### src/rtl/fault_guard.sv
module fault_guard #(
  parameter int N_SRC = 8,
  parameter logic [N_SRC-1:0] HARD_LOCK = 8'h80,
  parameter logic [N_SRC-1:0] WARN_ONLY = 8'h30,
  parameter logic [2*N_SRC-1:0] CLS_RESET = {N_SRC{2'b10}},
  localparam int IDX_W = (N_SRC > 1) ? $clog2(N_SRC) : 1
) (
  input  logic               clk,
  input  logic               rst_n,
  input  logic [N_SRC-1:0]   src_i,
  input  logic               cls_we_i,
  input  logic [2*N_SRC-1:0] cls_wdata_i,
  input  logic [N_SRC-1:0]   hard_clr_i,
  input  logic [N_SRC-1:0]   warn_clr_i,
  input  logic               err_clr_i,
  output logic               kill_o,
  output logic               mod_run_o,
  output logic               err_o,
  output logic [N_SRC-1:0]   hard_sts_o,
  output logic [N_SRC-1:0]   warn_sts_o,
  output logic               first_vld_o,
  output logic [IDX_W-1:0]   first_src_o
);

  logic [2*N_SRC-1:0] cls_q;
  logic [N_SRC-1:0]   is_hard, is_warn, hard_act, warn_act;
  logic               err_q, vld_q;
  logic [IDX_W-1:0]   first_q, lowest;
  logic               any_hard;

  for (genvar i = 0; i < N_SRC; i++) begin : g_cls
    logic [1:0] f;
    assign f = cls_q[2*i +: 2];
    if (HARD_LOCK[i]) begin : g_lock
      assign is_hard[i] = 1'b1;
      assign is_warn[i] = 1'b0;
    end else if (WARN_ONLY[i]) begin : g_cap
      assign is_hard[i] = 1'b0;
      assign is_warn[i] = |f;
    end else begin : g_free
      assign is_hard[i] = f[1];
      assign is_warn[i] = (f == 2'b01);
    end
  end

  assign hard_act = src_i & is_hard;
  assign warn_act = src_i & is_warn;
  assign any_hard = |hard_act;

  always_comb begin
    lowest = '0;
    for (int i = N_SRC - 1; i >= 0; i--)
      if (hard_act[i]) lowest = IDX_W'(i);
  end

  always_ff @(posedge clk or negedge rst_n) begin
    if (!rst_n) cls_q <= CLS_RESET;
    else if (cls_we_i) cls_q <= cls_wdata_i;
  end

  always_ff @(posedge clk or negedge rst_n) begin
    if (!rst_n) begin
      hard_sts_o <= '0;
      warn_sts_o <= '0;
    end else begin
      hard_sts_o <= (hard_sts_o & ~hard_clr_i) | hard_act;
      warn_sts_o <= (warn_sts_o & ~warn_clr_i) | warn_act;
    end
  end

  always_ff @(posedge clk or negedge rst_n) begin
    if (!rst_n) begin
      err_q   <= 1'b0;
      vld_q   <= 1'b0;
      first_q <= '0;
    end else if (any_hard) begin
      err_q <= 1'b1;
      if (!vld_q) begin
        vld_q   <= 1'b1;
        first_q <= lowest;
      end
    end else if (err_clr_i) begin
      err_q   <= 1'b0;
      vld_q   <= 1'b0;
      first_q <= '0;
    end
  end

  assign kill_o      = any_hard | err_q;
  assign mod_run_o   = ~kill_o;
  assign err_o       = err_q;
  assign first_vld_o = vld_q;
  assign first_src_o = first_q;

endmodule

### config.mk
export PLATFORM = sky130hd
export DESIGN_NAME = fault_guard
export DESIGN_NICKNAME = d
export VERILOG_FILES = /design/src/rtl/fault_guard.sv
export SDC_FILE = /design/constraint.sdc
export NUM_CORES = 1
export LEC_CHECK = 0
export CAP_MARGIN = 20
export CORE_UTILIZATION = 40
export CTS_CLUSTER_SIZE = 20
export DETAILED_ROUTE_END_ITERATION = 7
export PLACE_DENSITY = 0.78
export REMOVE_ABC_BUFFERS = 1
export SYNTH_ARGS = -nofsm -noshare
export SYNTH_HDL_FRONTEND = slang
export SYNTH_SLANG_ARGS = --single-unit
### constraint.sdc
create_clock -name clk -period 1.5 [get_ports clk]
set_input_delay 0.225 -clock clk [delete_from_list [all_inputs] [get_ports clk]]
set_output_delay 0.225 -clock clk [all_outputs]
set_load 0.01 [all_outputs]
## Word-level counts from Yosys, hierarchy flattened

Cells that the tools add are included.

- $add $sub $neg: 0
- $mul: 0
- Div/mod/pow operators: 0
- Order comparisons: 0
- Equal/unequal tests: 6
- Shift-type cells: 0
- Mux-type cells: 13
- Bitwise gates (word level): 10
- Reductions and logical operators: 5

Operators by type and width:

| operator | count |
|---|---|
| $mux 3 | 11 |
| $and 8x8->8 | 3 |
| $not 8->8 | 2 |
| $or 8x8->8 | 2 |
| $eq 2x1->1 const B | 5 |
| $and 8x7->8 | 1 |
| $reduce_or 8->1 | 1 |
| $reduce_or 2->1 | 2 |
| $mux 1 | 2 |
| $ne 2x2->1 const B | 1 |
| $reduce_and 2->1 | 1 |
| $reduce_bool 2->1 | 1 |
| $not 1->1 | 1 |
| $or 1x1->1 | 1 |

- Flip-flop bits (word level): 34
- Latch bits: 0
- Memory bits (writable): 0
- Memory bits (read-only): 0
- Output and inout port bits: 23
- Word-level logic and storage cells: 39
- Memories kept: 0

## Logic depth before layout (Yosys ltp)

- Depth after elaboration: 11
- Mapped depth: 3
- Depth with buffers taken out: 3

## Worst setup path before layout

No wires, ideal clock.

- Path type: register -> register
- Start: register cls_q[5]
- End: register first_q[0], in the netlist first_src_o[0]
- Library setup time: 0.122 ns
- Arrival: 1.099 ns
- Required time: 1.378 ns
- Setup slack: 0.279 ns
- Cell stages (with the launch flop): 4
- Buffers on the path: 0
- Period minus slack after synthesis: 1.221 ns
- Cell sequence: dfstp_2 a22oi_4 a31o_1 a32o_1

- Word-level cells in the longest chain between the ends: 6
- Elaborated cells between the ends (all ways): 10
- Those cells by class: 1 x eq/ne; 5 x mux; 1 x bitwise; 3 x reduce/logical

Ends and longest elaborated chain:

| element | RTL line | source |
|---|---|---|
| from (decl) | 25 | `logic [2*N_SRC-1:0] cls_q;` |
| from (signal assigned) | 58 | `else if (cls_we_i) cls_q <= cls_wdata_i;` |
| $and 8x8->8 (*) | 46 | `assign hard_act = src_i & is_hard;` |
| $mux 3 (3 in series) | 53 | `if (hard_act[i]) lowest = IDX_W'(i);` |
| $mux 3 | 78 | `if (!vld_q) begin` |
| $mux 3 | 76 | `end else if (any_hard) begin` |
| to (signal assigned) | 80 | `first_q <= lowest;` |
| to (decl) | 28 | `logic [IDX_W-1:0] first_q, lowest;` |

Every way passes the cells marked *; elsewhere a longest branch is shown, timed or not. The select of a mux whose other input is x is not followed.
A chain may end at the register's enable or synchronous reset.

## Worst setup path after layout

- Start: register cls_q[5]
- End: output mod_run_o

- Word-level cells in the longest chain between the ends: 4

Ends and longest elaborated chain:

| element | RTL line | source |
|---|---|---|
| $and 8x8->8 | 46 |  |
| $reduce_or 8->1 | 48 | `assign any_hard = \|hard_act;` |
| $or 1x1->1 | 89 | `assign kill_o = any_hard \| err_q;` |
| $not 1->1 | 90 | `assign mod_run_o = ~kill_o;` |
| to (decl) | 17 | `output logic mod_run_o,` |

Every way passes these cells.

==> impl_metrics.env <==
export IMPL_yosysSeqAreaShare_pct=60.3
export IMPL_syn_inst=113
export IMPL_syn_to_final_growth_pct=66.8
export IMPL_grt_pass1_wl_um=5200
export IMPL_tightest_slew_ns=0.181
export IMPL_vias_per_cell=4.87
export IMPL_p_leak_nw=1.25
export IMPL_vdd_ir_drop_max_uv=606
export IMPL_place_area_um2=2260
export IMPL_track_usage_pct=19.9
export IMPL_placed_cells=238
export IMPL_min_period_ns=1.51
export IMPL_synth_area_leader_cell="dfrtp_1"
export IMPL_fin_nets=244
export IMPL_status="finished, violations left"
export IMPL_core_rowCount=21
export IMPL_gp_congestion=0.803
export IMPL_worstPathMaxFanout=2
export IMPL_drt_wl_total_um=3420
export IMPL_grt_antenna_before_repair=0
export IMPL_numCtsBuffers=5
export IMPL_critPathLaunchType="flop"
export IMPL_period_share_pct=101
export IMPL_cts_tree="built"
export IMPL_rsz0062_at_grt="true"
export IMPL_fin_util_pct=70.7
export IMPL_layout_setup_ws_ns=-0.0105
export IMPL_relSlewSlack_pct=87.8
export IMPL_total_power_mw=2.27
export IMPL_root_buffer="clkbuf_4"
export IMPL_cp_end_kind="primary output"
export IMPL_syn_area_per_cell_um2=12.6
export IMPL_synthTopCellsByArea="dfrtp_1 (47%), dfstp_2 (13%), mux2_2 (11%)"
export IMPL_grt_pass1_vias=1214
export IMPL_post_route_drc_count=0
export IMPL_r2r_slack_ns=0.06
export IMPL_hold_violations=0
export IMPL_wire_per_inst_um=13.9
export IMPL_num_antenna_cells=0
export IMPL_failed_checks="negative setup slack"
export IMPL_num_io_pins=67
export IMPL_overflow=0
export IMPL_synth_distinct_cells=27
export IMPL_power_density_nw_per_um2=954
export IMPL_crit_required_ns=1.27
export IMPL_layout_drive_gt1_share_pct=28.4
export IMPL_final_antenna_net_count=0
export IMPL_arrival_ns=1.29
export IMPL_max_freq_mhz=662
export IMPL_grt_max_degree=35
export IMPL_drv_cap=0
export IMPL_firstDrtPassIters=6
export IMPL_path_class="reg2out"
export IMPL_worst_clock_skew_ns=0.00540
export IMPL_cts_reportedPaths_clkPinSlew_ns=0.10
export IMPL_cts_max_path_buffers=2
export IMPL_dp_hpwl_um=2580
export IMPL_start_util_pct=42.4
export IMPL_chipWidth_um=61.7
export IMPL_finalSetupViolations=1
export IMPL_design_area_um2=2380
export IMPL_yosys_warnings=0
export IMPL_finalMaxSlewViolations=0
export IMPL_clock_sinks=34
export IMPL_hold_path_class="in2async"
export IMPL_die_h_um=61.7
export IMPL_dr_first_iter_drc_count=31
export IMPL_final_cells=247
export IMPL_htreeDepth=2
export IMPL_ys_ff_latch=34
export IMPL_design_core_area_um2=3360
export IMPL_clock_latency_ns=0.33
export IMPL_num_vias=1204
export IMPL_dp_slack_ns=-0.380
export IMPL_synth_top_area_share_pct=47.4
export IMPL_netlist_area_um2=1430
export IMPL_io_buffers=64
export IMPL_fp_dieArea_um2=3810
export IMPL_cts_hold_buf=0
[worst paths after layout]
kind                                       end           from  cells past startpoint
worst max register to register  first_src_o[0]       cls_q[1]                      5
worst min-delay path                  cls_q[0]          rst_n                      2
min in group clk                 warn_sts_o[7]  warn_clr_i[7]                      2
worst min register to register   hard_sts_o[2]  hard_sts_o[2]                      1
max in group asynchronous             cls_q[9]          rst_n                      2
worst max-delay path                 mod_run_o       cls_q[5]                      4
[report_power, final]
part	internal [mW]	switching [mW]	total [mW]
sequential	1.04	0.0628	1.10
combinational	0.345	0.201	0.545
clock	0.320	0.303	0.623
[cells by family after synthesis]
family / Yosys count / synth area share (%)
flops: 34 / 60.3
buf+inv: 18 / 5.09
mux: 14 / 11.1
simple gates: 17 / 7.46
compound gates: 30 / 16.1
[registers in the layout, summed over array words and instances (netlist names)]
name         flops
cls_q           14
first_src_o      3
first_vld_o      1
hard_sts_o       8
warn_sts_o       8
[through the flow]
stage / setup TNS, ns / hold slack, ns
2_1_floorplan: 0 / -0.0706
3_3_place_gp: -0.676 / 0.465
3_5_place_dp: -0.755 / 0.470
4_1_cts: -0.0322 / 0.239
5_1_grt: -0.163 / 0.240
6_report: -0.0105 / 0.245
[critical path: stages (launching register included)]
cell     delay, ns
dfstp_2       0.57
a22oi_4       0.08
nand4_1       0.13
inv_1         0.05
buf_2         0.13
[per-layer routing]
metal / track usage [%] / part of all wire (%) / up-vias
met2: 31.5 / 53 / 44
li1: - / - / 572
met5: 0 / 0 / -
met1: 23.4 / 38 / 582
met3: 8.49 / 7.4 / 6
met4: 9.52 / 1.5 / 0
[repair_timing]
item	in CTS	in global routing
setup buffers	1	0
pin swaps	2	2
gates resized for setup	10	16
endpoints found under the setup margin	4	18
[layout by cell type, fill, tap and decap left out, drive strengths merged, types with 2 or more instances in the layout]
cell type / count
clkdlybuf4s50: 44
dfrtp: 27
buf: 20
inv: 16
dlymetal6s2s: 16
o21ai: 15
mux2: 14
clkbuf: 8
dfstp: 7
nand3b: 5
nand2: 4
nor2b: 3
a21oi: 3
a22o: 3
a22oi: 2
dlygate4sd2: 2
nand4: 2
[cell type report]
cell class                      instances  area [um^2]
Tap cell                               46         57.6
Clock buffer                            8         78.8
Multi-Input combinational cell         61          493
Inverter                               16         60.1
Fill cell                             261          986
Sequential cell                        34          860
Timing Repair Buffer                   82          828
[cells in the mapped netlist]
master,number
nor2b_1,3
dfstp_2,7
inv_1,16
a21oi_2,1
o21ai_0,15
o221ai_1,1
buf_2,1
a22o_2,2
a21oi_1,2
o21bai_1,1
dfrtp_1,27
o211a_1,1
nand3_1,1
and2_2,1
a22o_1,1
nand4_2,1
a22oi_4,2
a32o_1,1
mux2_2,14
a21o_1,1
nand2_1,4
a31o_1,1
nand3b_1,5
buf_4,1
nor2_1,1
nand4_1,1
o221a_2,1
No activity file was read; power rests on OpenSTA's default activity.
